==> src/rtl/freq_ctr_pkg.sv <==
package freq_ctr_pkg;
   typedef enum logic [1:0] {
      MODE_FREQ  = 2'b00,
      MODE_RSV_A = 2'b01,
      MODE_RSV_B = 2'b10,
      MODE_RSV_C = 2'b11
   } meas_mode_e;

   typedef enum logic [1:0] {
      GATE_SHORT = 2'b00,
      GATE_MID   = 2'b01,
      GATE_LONG  = 2'b10,
      GATE_MAX   = 2'b11
   } gate_sel_e;
endpackage

==> src/rtl/freq_ctr_sync.sv <==
module freq_ctr_sync #(
   parameter int STAGES = 2
) (
   input  logic clk,
   input  logic rst_n,
   input  logic din,
   output logic rise
);
   logic [STAGES-1:0] chain;
   logic              prev;

   for (genvar g = 0; g < STAGES; g++) begin : g_stage
      if (g == 0) begin : g_first
         always_ff @(posedge clk) begin
            if (!rst_n) chain[g] <= 1'b0;
            else        chain[g] <= din;
         end
      end else begin : g_next
         always_ff @(posedge clk) begin
            if (!rst_n) chain[g] <= 1'b0;
            else        chain[g] <= chain[g-1];
         end
      end
   end

   always_ff @(posedge clk) begin
      if (!rst_n) prev <= 1'b0;
      else        prev <= chain[STAGES-1];
   end

   assign rise = chain[STAGES-1] & ~prev;
endmodule

==> src/rtl/freq_ctr_gate.sv <==
module freq_ctr_gate #(
   parameter int TICKS_PER_MS = 75,
   parameter int MS0 = 1,
   parameter int MS1 = 4,
   parameter int MS2 = 8,
   parameter int MS3 = 32
) (
   input  logic       clk,
   input  logic       rst_n,
   input  logic       launch,
   input  logic       tick,
   input  logic [1:0] sel,
   output logic       open_o,
   output logic       close_o
);
   localparam int MAX_MS = (MS0 > MS1 ? MS0 : MS1) > (MS2 > MS3 ? MS2 : MS3)
                         ? (MS0 > MS1 ? MS0 : MS1) : (MS2 > MS3 ? MS2 : MS3);
   localparam int RW = $clog2(TICKS_PER_MS * MAX_MS + 1);
   localparam int LEN [4] = '{TICKS_PER_MS * MS0, TICKS_PER_MS * MS1,
                              TICKS_PER_MS * MS2, TICKS_PER_MS * MS3};

   logic [RW-1:0] remain;
   logic          open_q;

   assign close_o = open_q && tick && (remain == RW'(1)) && !launch;
   assign open_o  = open_q;

   always_ff @(posedge clk) begin
      if (!rst_n) begin
         remain <= '0;
         open_q <= 1'b0;
      end else if (launch) begin
         remain <= RW'(LEN[sel]);
         open_q <= 1'b1;
      end else if (open_q && tick) begin
         remain <= remain - RW'(1);
         if (remain == RW'(1)) open_q <= 1'b0;
      end
   end
endmodule

==> src/rtl/freq_ctr_accum.sv <==
module freq_ctr_accum #(
   parameter int CNT_W = 20
) (
   input  logic             clk,
   input  logic             rst_n,
   input  logic             clear,
   input  logic             count_en,
   input  logic             close,
   output logic [CNT_W-1:0] result,
   output logic             overflow
);
   logic [CNT_W-1:0] cnt_q, cnt_nxt;
   logic             sat_q, sat_nxt;

   always_comb begin
      cnt_nxt = cnt_q;
      sat_nxt = sat_q;
      if (count_en) begin
         if (&cnt_q) sat_nxt = 1'b1;
         else        cnt_nxt = cnt_q + CNT_W'(1);
      end
   end

   always_ff @(posedge clk) begin
      if (!rst_n) begin
         cnt_q    <= '0;
         sat_q    <= 1'b0;
         result   <= '0;
         overflow <= 1'b0;
      end else if (clear) begin
         cnt_q <= '0;
         sat_q <= 1'b0;
      end else begin
         cnt_q <= cnt_nxt;
         sat_q <= sat_nxt;
         if (close) begin
            result   <= cnt_nxt;
            overflow <= sat_nxt;
         end
      end
   end
endmodule

==> src/rtl/freq_ctr.sv <==
module freq_ctr
   import freq_ctr_pkg::*;
#(
   parameter int CNT_W        = 20,
   parameter int SYNC_STAGES  = 2,
   parameter int TICKS_PER_MS = 75,
   parameter int MS0          = 1,
   parameter int MS1          = 4,
   parameter int MS2          = 8,
   parameter int MS3          = 32
) (
   input  logic             clk,
   input  logic             rst_n,
   input  logic             cfg_we,
   input  logic [1:0]       cfg_mode,
   input  logic [1:0]       cfg_time,
   input  logic             start,
   input  logic             done_clr,
   input  logic             ref_tick,
   input  logic             inhibit,
   input  logic             sig_in,
   output logic             busy,
   output logic             done,
   output logic [CNT_W-1:0] result,
   output logic             overflow
);
   if (CNT_W < 2) begin : g_bad_cnt_w
      $error("freq_ctr: CNT_W must be at least 2");
   end
   if (SYNC_STAGES < 2) begin : g_bad_sync
      $error("freq_ctr: SYNC_STAGES must be at least 2");
   end
   if (TICKS_PER_MS < 1 || MS0 < 1 || MS1 < 1 || MS2 < 1 || MS3 < 1) begin : g_bad_gate
      $error("freq_ctr: gate lengths must be positive");
   end

   meas_mode_e mode_q;
   gate_sel_e  time_q;
   logic       launch, close, rise;

   always_ff @(posedge clk) begin
      if (!rst_n) begin
         mode_q <= MODE_FREQ;
         time_q <= GATE_SHORT;
      end else if (cfg_we) begin
         mode_q <= meas_mode_e'(cfg_mode);
         time_q <= gate_sel_e'(cfg_time);
      end
   end

   assign launch = start && (mode_q == MODE_FREQ);

   freq_ctr_sync #(.STAGES(SYNC_STAGES)) u_sync (
      .clk (clk), .rst_n (rst_n), .din (sig_in), .rise (rise)
   );

   freq_ctr_gate #(
      .TICKS_PER_MS(TICKS_PER_MS), .MS0(MS0), .MS1(MS1), .MS2(MS2), .MS3(MS3)
   ) u_gate (
      .clk (clk), .rst_n (rst_n), .launch (launch), .tick (ref_tick),
      .sel (time_q), .open_o (busy), .close_o (close)
   );

   freq_ctr_accum #(.CNT_W(CNT_W)) u_accum (
      .clk (clk), .rst_n (rst_n), .clear (launch),
      .count_en (rise && busy && !inhibit), .close (close),
      .result (result), .overflow (overflow)
   );

   always_ff @(posedge clk) begin
      if (!rst_n)        done <= 1'b0;
      else if (launch)   done <= 1'b0;
      else if (close)    done <= 1'b1;
      else if (done_clr) done <= 1'b0;
   end
endmodule

==> config.mk <==
export PLATFORM = sky130hd
export DESIGN_NAME = freq_ctr
export DESIGN_NICKNAME = d
export VERILOG_FILES = /design/src/rtl/freq_ctr_pkg.sv /design/src/rtl/freq_ctr_sync.sv /design/src/rtl/freq_ctr_gate.sv /design/src/rtl/freq_ctr_accum.sv /design/src/rtl/freq_ctr.sv
export SDC_FILE = /design/constraint.sdc
export NUM_CORES = 1
export LEC_CHECK = 0
export ABC_AREA = 0
export CAP_MARGIN = 20
export CORE_MARGIN = 1
export CORE_UTILIZATION = 49
export DETAILED_ROUTE_END_ITERATION = 16
export PLACE_DENSITY = 0.75
export SETUP_SLACK_MARGIN = 0.2
export SLEW_MARGIN = 10
export SYNTH_ARGS = -nofsm -noshare
export SYNTH_HDL_FRONTEND = slang
export SYNTH_HIERARCHICAL = 1
export SYNTH_SLANG_ARGS = --single-unit
==> constraint.sdc <==
create_clock -name clk -period 2.1 [get_ports clk]
set_input_delay 0.42 -clock clk [delete_from_list [all_inputs] [get_ports clk]]
set_output_delay 0.42 -clock clk [all_outputs]
set_load 0.02 [all_outputs]
==> results of run 1 <==
==> critical path: stages (launching register included) <==
cell      delay, ns
dfxtp_1        0.35
nor4_4         0.29
nand4_1        0.18
nor4b_4        0.30
nor2b_4        0.27
buf_12         0.17
nor2_1         0.06
a211oi_1       0.23
==> state kept, by name, summed over array words and instances, names as in the netlist <==
| name | flops |
|---|---|
| u_gate/open_o | 1 |
| u_accum/result | 20 |
| u_accum/overflow | 1 |
| u_accum/cnt_q | 20 |
| mode_q | 2 |
| u_gate/remain | 12 |
| done | 1 |
| time_q | 2 |
| u_sync/prev | 1 |
| u_accum/sat_q | 1 |
| u_sync/chain | 2 |
==> layout make-up <==
| cell class | count | area (µm²) | share of cell area, % |
|---|---|---|---|
| well taps | 72 | 90.09 | 2.303 |
| flip-flops and latches | 63 | 1290 | 32.98 |
| inverters | 7 | 26.28 | 0.6718 |
| clock buffers | 13 | 168.9 | 4.319 |
| repair buffers | 84 | 758.2 | 19.39 |
| clock inverters | 3 | 40.04 | 1.024 |
| multi-input cells | 233 | 1538 | 39.32 |
==> path summary, 6_finish.rpt <==
path / slack, ns / cells after the start / to
min reg2reg: 0.44 / 1 / u_sync/chain[1]
max: 0.15 / 7 / u_accum/result[0]
min: 0.44 / 1 / u_sync/chain[1]
max reg2reg: 0.15 / 7 / u_accum/result[0]
==> layer usage <==
layer | part of all wire, % | GRT usage, %
met1 | 44 | 29.58
met2 | 49 | 40.62
met3 | 4.6 | 4.524
met4 | 2.1 | 12.83
met5 | 0 | 0
==> cell usage in the layout, fill, tap and decap left out, types with 5 or more instances in the layout <==
| cell type | synthesis | routed |
|---|---|---|
| nor2_1 | 45 | 42 |
| dfxtp_4 | 0 | 5 |
| dfxtp_2 | 0 | 8 |
| clkbuf_8 | 0 | 12 |
| a21oi_1 | 24 | 24 |
| buf_4 | 0 | 44 |
| xor2_1 | 14 | 14 |
| dfxtp_1 | 63 | 50 |
| o21ai_0 | 25 | 23 |
| nand2_1 | 19 | 19 |
| nand3_1 | 18 | 16 |
| mux2i_1 | 5 | 5 |
| clkdlybuf4s50_1 | 0 | 33 |
| inv_1 | 7 | 7 |
| nand4_1 | 11 | 11 |
==> timing repair <==
item,in CTS,in global routing
gates resized for setup,8,21
pin swaps,4,17
setup endpoints to repair,9,33
setup buffers,7,9
cloned,0,1
==> stage by stage <==
step                      TNS [ns]  setup WS (ns)  std cells  hold WS, ns
after floorplan                  0         0.1851        315       0.4057
after global placement      -2.156        -0.1356        442       0.4116
after detailed placement    -3.027        -0.1622        442       0.4308
after CTS                        0         0.2007        465       0.4470
after global routing             0        0.03626        475       0.4745
final                            0         0.1465        475       0.4434
==> report_power, final <==
part           internal (mW)  total [mW]  leakage [nW]  switching (mW)
Sequential              1.22        1.26         0.518          0.0394
Clock                  0.642        1.10         0.109           0.456
Combinational          0.132       0.258         0.845           0.126
==> synth_stat cells (all sizes together) (5+ instances only) <==
| cell type | instances |
|---|---|
| mux2i | 5 |
| clkbuf | 8 |
| nor2 | 45 |
| xor2 | 14 |
| inv | 7 |
| nand3 | 18 |
| a21oi | 24 |
| and2 | 6 |
| o21ai | 26 |
| dfxtp | 63 |
| nor3 | 8 |
| nand4 | 13 |
| nand2 | 19 |
==> kinds of logic (layout without fill, tap and decap cells) <==
group	after synthesis	after routing	synth area share, %
AO/OA/AOI/OAI	72	72	15.70
XOR/XNOR	18	18	5.683
adder cells (fa/ha/maj)	3	3	1.353
buffers and inverters	19	107	3.157
flip-flops	63	63	45.47
multiplexers	5	5	1.804
AND/OR/NAND/NOR	135	135	26.84
==> impl_metrics.yaml, run 1 <==
global_routing:
  overflow: 0
  track_usage_pct: 24.36
  grt_antenna_before_repair: 0
  grt_max_degree: 24
  grt_pass1_vias: 2411
  grt_pass1_wl_mm: 11.23
drt:
  via_count: 2637
  drcViolationCount: 0
  drt_wl_total_mm: 7.226
  firstDrtPassIters: 4
  routedWlPerCell_um: 15.21
  post_drt_via_cell_ratio: 5.552
  ant_nets: 0
  drtIter0Drc: 193
timing:
  worst_pin_slew_ns: 0.4822
  setup_viol: 0
  finalMaxSlewViolations: 0
  finalCritPeriodShare_pct: 93.03
  clock_skew_ns: 0.006672
  final_hold_viol_count: 0
  relSlewSlack_pct: 67.75
  finalCriticalPeriod_ns: 1.954
  fmax_mhz: 511.9
  rsz0062_at_grt: "true"
placement:
  hpwlAfterDp_mm: 4.830
  dpl_cell_area_um2: 3456
  gp_congestion: 0.8958
  place.port_buffers: 34
setup_path:
  r2r-start: "u_gate/remain[6]"
  crit_start: "u_gate/remain[6]"
  cp_data_required_time_ns: 2.35
  crit_path_end_kind: "flip-flop"
  startpoint_type: "flip-flop"
  cp.arrival_ns: 2.20
  path_class: "reg2reg"
  critPathMaxFanout: 23
layout:
  utilization_pct: 71.47
  num-fill-cells: 416
  fin_nets: 413
  fin_area_um2: 3911
  antenna_cells: 0
  synthToLayoutAreaGrowth_pct: 41.00
  drive_gt1_share_pct: 27.54
clock_network:
  h-tree-depth: 3
  cts.sinks: 63
  hold_buffers: 0
  clock_latency_ns: 0.34
  numCtsBuffers: 9
  clk_pin_slew_worst_paths_ns: 0.07
  ctsRootBufferMaster: "clkbuf_8"
  clockBufferDepth: 2
  cts_tree: "built"
yosys:
  synth-main-ff-cell: "dfxtp_1"
  synth.cell_area_um2: 2774
  ys_warn_count: 6
  ys_seq_area_share_pct: 45.47
  synth_edf_count: 0
  syn_inst: 315
  syn_nets: 330
  avgSynthCellArea_um2: 8.806
  synth_top_area_share_pct: 45.47
  ys_ff_latch: 63
  synth.distinct_cells: 51
  async_flop_share_pct: 0
  netlist_top_cells_area: "dfxtp_1, nor2_1, o21ai_0"
  synth_area_leader_cell: "dfxtp_1"
floorplanning:
  rows: 27
  boundaryPins: 35
  fp.dieW_um: 77.24
  start_util_pct: 50.69
  fp.dieH_um: 77.24
  dieArea_um2: 5966
  coreArea_um2: 5473
power:
  power_leakage_nw: 1.472
  power_density_nw_per_um2: 668.5
  power.total_mw: 2.615
  peakVddDrop_v: 0.0004294
min_path:
  hold_path_class: "reg2reg"
  hp-start: "u_sync/chain[0]"
run:
  drv_cap: 0
status:
  status: "completed"
Note: power is estimated with default switching activity, not from simulation.
==> run 2, diff against run 1 <==
--- a/config.mk
+++ b/config.mk
@@ -10,7 +10,7 @@
 export CORE_MARGIN = 1
 export CORE_UTILIZATION = 49
 export DETAILED_ROUTE_END_ITERATION = 16
-export PLACE_DENSITY = 0.75
+export PLACE_DENSITY = 0.76
 export SETUP_SLACK_MARGIN = 0.2
 export SLEW_MARGIN = 10
 export SYNTH_ARGS = -nofsm -noshare
==> run 2 against run 1 <==
Effect of this change:
- register-to-register slack better by 0.02 ns
- combinational power about the same
- sequential power about the same
- critical path depth down 2
- maximum frequency up 1.3%
- routed wire length down 6.5%
- worst setup slack better by 0.025 ns
- global-route usage down 0.59 points
- largest power group unchanged
- die area unchanged
- design area down 2.8%
- first-iteration DRC count down 24%
- sequential share of layout area up 0.77 points
==> impl_metrics.yaml, run 2 (synthesis results as in run 1) <==
layout:
  fin_nets: 401
  layout_common_cells: "dfxtp_1, nor2_1, clkdlybuf4s50_1"
  antenna_cells: 0
  drive_gt1_share_pct: 25.83
  synthToLayoutAreaGrowth_pct: 37.12
  mostFrequentLayoutCell: "dfxtp_1"
  utilization_pct: 69.50
  reg.largest.list: "u_accum/cnt_q x20, u_accum/result x20, u_gate/remain x12"
  fin_cells: 463
timing:
  finalCritPeriodShare_pct: 91.85
  hold_ws_ns: 0.4427
  worst_pin_slew_ns: 0.3397
  fmax_mhz: 518.4
  clock_skew_ns: 0.009380
  final_hold_viol_count: 0
  tns_ns: 0
  rsz0062_at_grt: "true"
  setup_viol: 0
  relSlewSlack_pct: 77.07
  finalMaxSlewViolations: 0
  setup_slack_ns: 0.1711
  finalCriticalPeriod_ns: 1.929
setup_path:
  cp.arrival_ns: 2.20
  crit_chain: "nand4_4, or4_4, or3_4, nor2b_4, a211oi_2"
  critPathMaxFanout: 5
  slowest_stage: "or4_4"
  worst-r2r-cell-count: 5
  cpPeakStageDelay_ns: 0.60
  cp_data_required_time_ns: 2.37
  crit_path_end_kind: "flip-flop"
  startpoint_type: "flip-flop"
  path_class: "reg2reg"
global_routing:
  grt_pass1_vias: 2459
  grt_max_degree: 34
  track_usage_pct: 23.78
  grt_pass1_wl_mm: 11.14
  overflow: 0
  grt_antenna_before_repair: 0
placement:
  hpwlAfterDp_mm: 4.464
  dp_slack_ns: -0.1692
  place.port_buffers: 34
  gp_congestion: 0.8694
  dp_cells: 438
clock_network:
  cts.sinks: 63
  cts_tree: "built"
  clock_latency_ns: 0.34
  ctsRootBufferMaster: "clkbuf_8"
  clockBufferDepth: 2
  hold_buffers: 0
  h-tree-depth: 3
  numCtsBuffers: 9
  clk_pin_slew_worst_paths_ns: 0.07
drt:
  routedWlPerCell_um: 14.59
  drt_wl_total_mm: 6.753
  ant_nets: 0
  drtIter0Drc: 146
  post_drt_via_cell_ratio: 5.512
  via_count: 2552
  drcViolationCount: 0
  firstDrtPassIters: 4
floorplanning:
  fp.dieW_um: 77.24
  fp.dieH_um: 77.24
  dieArea_um2: 5966
  coreArea_um2: 5473
  rows: 27
  start_util_pct: 50.69
  boundaryPins: 35
run:
  drv_cap: 0
power:
  power_density_nw_per_um2: 646.1
  peakVddDrop_v: 0.0005891
  power_leakage_nw: 1.421
min_path:
  hold_path_class: "reg2reg"
  hold_depth: 1
status:
  status: "completed"
## run 2: changes by cell type in the layout (fill, tap and decap cells not counted), moves of 2 or more
cell,previous run,this run
dfxtp_2,8,12
o21ai_0,23,21
dfxtp_4,5,2
buf_4,44,31
nor3_1,4,7
nor3_2,3,0
clkinv_2,2,4
## run 2: metal layers
| layer | vias to the layer above | global-route usage, % | routed length [µm] |
|---|---|---|---|
| li1 | 1265 | - | - |
| met1 | 1203 | 29.66 | 3265 |
| met2 | 70 | 38.23 | 3016 |
| met3 | 14 | 6.190 | 322 |
| met4 | 0 | 10.75 | 148 |
| met5 | - | 0 | 0 |
## run 2: timing repair
action	4_1_cts	5_1_grt
setup buffers	1	6
gates cloned	0	2
pin swaps	5	8
resized for setup	5	22
endpoints found under the setup margin	6	26
## run 2: worst max-delay path, delay by kind of cell, from the launching register on
family             cells  cell delay [ns]
DFF                    1             0.39
AOI/OAI and AO/OA      1             0.19
and+or+nand+nor        4             1.28
## run 2: power by group
group,internal [mW],switching [mW],total [mW]
clock network,0.485,0.455,0.940
registers,1.22,0.0364,1.26
logic,0.133,0.124,0.257
total,1.84,0.615,2.46
## run 2: path summary, 6_finish.rpt
check	slack [ns]	from	to
max	0.17	u_accum/cnt_q[14]	u_accum/overflow
min	0.44	u_sync/chain[0]	u_sync/chain[1]
max reg2reg	0.17	u_accum/cnt_q[14]	u_accum/overflow
min reg2reg	0.44	u_sync/chain[0]	u_sync/chain[1]
## run 2: metrics by stage
stage | total power, mW | cell area [µm²]
detailed placement | 1.532 | 3451
global placement | 1.527 | 3451
global route | 2.549 | 3804
finish | 2.457 | 3804
floorplan | 1.434 | 2830
CTS | 2.473 | 3652
## run 2: layout make-up
cell class,count,area (µm²)
fillers,421,1669
multi-input cells,233,1531
flip-flops and latches,63,1284
repair buffers,72,696.9
clock buffers,12,155.1
well taps,72,90.09
inverters,7,26.28
clock inverters,4,20.02
==> run 3, diff against run 2 <==
--- a/config.mk
+++ b/config.mk
@@ -7,8 +7,9 @@
 export LEC_CHECK = 0
 export ABC_AREA = 0
 export CAP_MARGIN = 20
-export CORE_MARGIN = 1
+export CORE_MARGIN = 2
 export CORE_UTILIZATION = 49
+export CTS_CLUSTER_SIZE = 8
 export DETAILED_ROUTE_END_ITERATION = 16
 export PLACE_DENSITY = 0.76
 export SETUP_SLACK_MARGIN = 0.2
==> constraint.sdc (replaced) <==
create_clock -name clk -period 2.1 [get_ports clk]
set_input_delay 0.21 -clock clk [delete_from_list [all_inputs] [get_ports clk]]
set_output_delay 0.21 -clock clk [all_outputs]
set_load 0.02 [all_outputs]
==> run 3 against run 2 <==
Effect of this change:
- combinational power decreased by 5%
- critical path type unchanged
- maximum frequency decreased by 1.6%
- final cell count decreased by 0.86%
- critical path depth increased by 1
- sequential power about the same
- sequential share of layout area decreased by 0.21 points
- global-route usage decreased by 1.1 points
==> impl_metrics.yaml, run 3 (synthesis results as in run 1) <==
floorplanning:
  dieArea_um2: 6279
  fp.dieW_um: 79.24
  coreArea_um2: 5473
  start_util_pct: 50.69
  boundaryPins: 35
  rows: 27
  fp.dieH_um: 79.24
timing:
  finalCriticalPeriod_ns: 1.960
  final_hold_viol_count: 0
  rsz0062_at_grt: "true"
  clock_skew_ns: 0.01023
  finalCritPeriodShare_pct: 93.32
  worst_pin_slew_ns: 0.3559
  setup_viol: 0
  relSlewSlack_pct: 76.07
  fmax_mhz: 510.3
  finalMaxSlewViolations: 0
global_routing:
  grt_pass1_vias: 2426
  overflow: 0
  grt_max_degree: 33
  track_usage_pct: 22.66
  grt_pass1_wl_mm: 11.04
  grt_antenna_before_repair: 0
layout:
  fin_nets: 397
  drive_gt1_share_pct: 25.32
  synthToLayoutAreaGrowth_pct: 38.25
  antenna_cells: 0
  num-fill-cells: 423
  utilization_pct: 70.07
  layout_common_cells: "dfxtp_1, nor2_1, clkdlybuf4s50_1"
  mostFrequentLayoutCell: "dfxtp_1"
  reg.largest.list: "u_accum/cnt_q x20, u_accum/result x20, u_gate/remain x12"
power:
  power_leakage_nw: 1.391
  combPwrFrac_pct: 9.0
  peakVddDrop_v: 0.0005037
  swShare_pct: 23.51
  power.total_mw: 2.708
  switching_power_mw: 0.6365
  power_density_nw_per_um2: 706.0
  pwr-share-clk_pct: 44.6
  internal_power_mw: 2.071
  p_seq_share_pct: 46.4
setup_path:
  cpPeakStageDelay_ns: 0.57
  rrSetupSlack_ns: 0.14
  critPathMaxFanout: 4
  r2r-end: "u_accum/overflow"
  slowest_stage: "or4_4"
  r2r-start: "u_accum/cnt_q[0]"
  cpLargestDelayFamily: "simple AND/OR/NAND/NOR gates"
  cp.arrival_ns: 2.22
  crit_path_end_kind: "flip-flop"
  worst-r2r-cell-count: 6
  cp_num_buf_inv: 0
  startpoint_type: "flip-flop"
  crit_chain: "ha_4, nand3_2, or4_4, or3_4, nor2b_4, a211oi_2"
  path_class: "reg2reg"
  cp_data_required_time_ns: 2.36
drt:
  drtIter0Drc: 150
  firstDrtPassIters: 4
  routedWlPerCell_um: 15.55
  post_drt_via_cell_ratio: 5.562
  drcViolationCount: 0
  via_count: 2553
  ant_nets: 0
  drt_wl_total_mm: 7.139
min_path:
  hold_path_class: "reg2reg"
  hold_end: "u_sync/chain[1]"
  hold_depth: 1
  hp-start: "u_sync/chain[0]"
clock_network:
  cts.sinks: 63
  clock_latency_ns: 0.34
  clockBufferDepth: 2
  clk_pin_slew_worst_paths_ns: 0.07
  h-tree-depth: 3
  numCtsBuffers: 9
  hold_buffers: 0
  ctsRootBufferMaster: "clkbuf_8"
  cts_tree: "built"
run:
  drv_cap: 0
placement:
  place.port_buffers: 34
  hpwlAfterDp_mm: 4.388
  gp_congestion: 0.8567
status:
  status: "completed"
-- run 3: cell count changes in the layout (fill, tap and decap cells not counted), sizes merged --
cell and delta:
buf -5, clkinv -3, bufinv +2, clkdlybuf4s50 +2
clkinvlp +2, dlymetal6s2s -2
-- run 3: metal layers --
metal,GRT usage (%),vias to the layer above,wire [µm]
li1,-,1262,-
met1,29.47,1211,3217
met2,36.02,66,3421
met3,5.000,14,347
met4,10.17,0,152
met5,0,-,0
-- run 3: worst max-delay path by stage --
stage,endpoint,cells after the start,startpoint
floorplan,u_accum/result[14],7,u_gate/open_o
global route,u_accum/result[16],7,u_gate/remain[5]
detailed placement,u_accum/result[15],7,u_gate/remain[5]
finish,u_accum/overflow,6,u_accum/cnt_q[0]
CTS,u_accum/result[8],7,u_gate/remain[5]
global placement,u_accum/result[14],7,inhibit
-- run 3: area by class of cell --
| class | count | area (µm²) | area share [%] |
|---|---|---|---|
| multi-input combinational | 233 | 1546 | 40.33 |
| sequential | 63 | 1286 | 33.54 |
| timing repair buffer | 68 | 654.4 | 17.06 |
| clock buffer | 11 | 151.4 | 3.948 |
| tap | 72 | 90.09 | 2.349 |
| clock inverter | 5 | 80.08 | 2.088 |
| inverter | 7 | 26.28 | 0.6852 |
-- run 3: through the flow --
step           hold slack (ns)  setup TNS [ns]  cell area, µm²  setup slack [ns]  cells
2_1_floorplan           0.3317               0            2824            0.1851    315
3_3_place_gp            0.4083               0            3382           0.08671    433
3_5_place_dp            0.4202               0            3382           0.03978    433
4_1_cts                 0.4332               0            3704            0.1850    456
5_1_grt                 0.4556       -0.005837            3835         -0.005837    459
6_report                0.4332               0            3835            0.1402    459
-- run 3: repair_timing --
item / 4_1_cts / 5_1_grt
pin swaps: 5 / 4
hold endpoints to repair: 0 / 0
cloned: 0 / 2
setup endpoints to repair: 22 / 31
buffers inserted: 7 / 1
resized for setup: 8 / 22
-- run 3: power by group through the flow --
stage / Clock [mW] / Combinational (mW) / Sequential (mW)
after CTS: 1.23 / 0.238 / 1.25
final: 1.21 / 0.244 / 1.26
after global routing: 1.29 / 0.265 / 1.26
after floorplan: 0 / 0.149 / 1.28
after global placement: 0 / 0.226 / 1.29
after detailed placement: 0 / 0.230 / 1.29
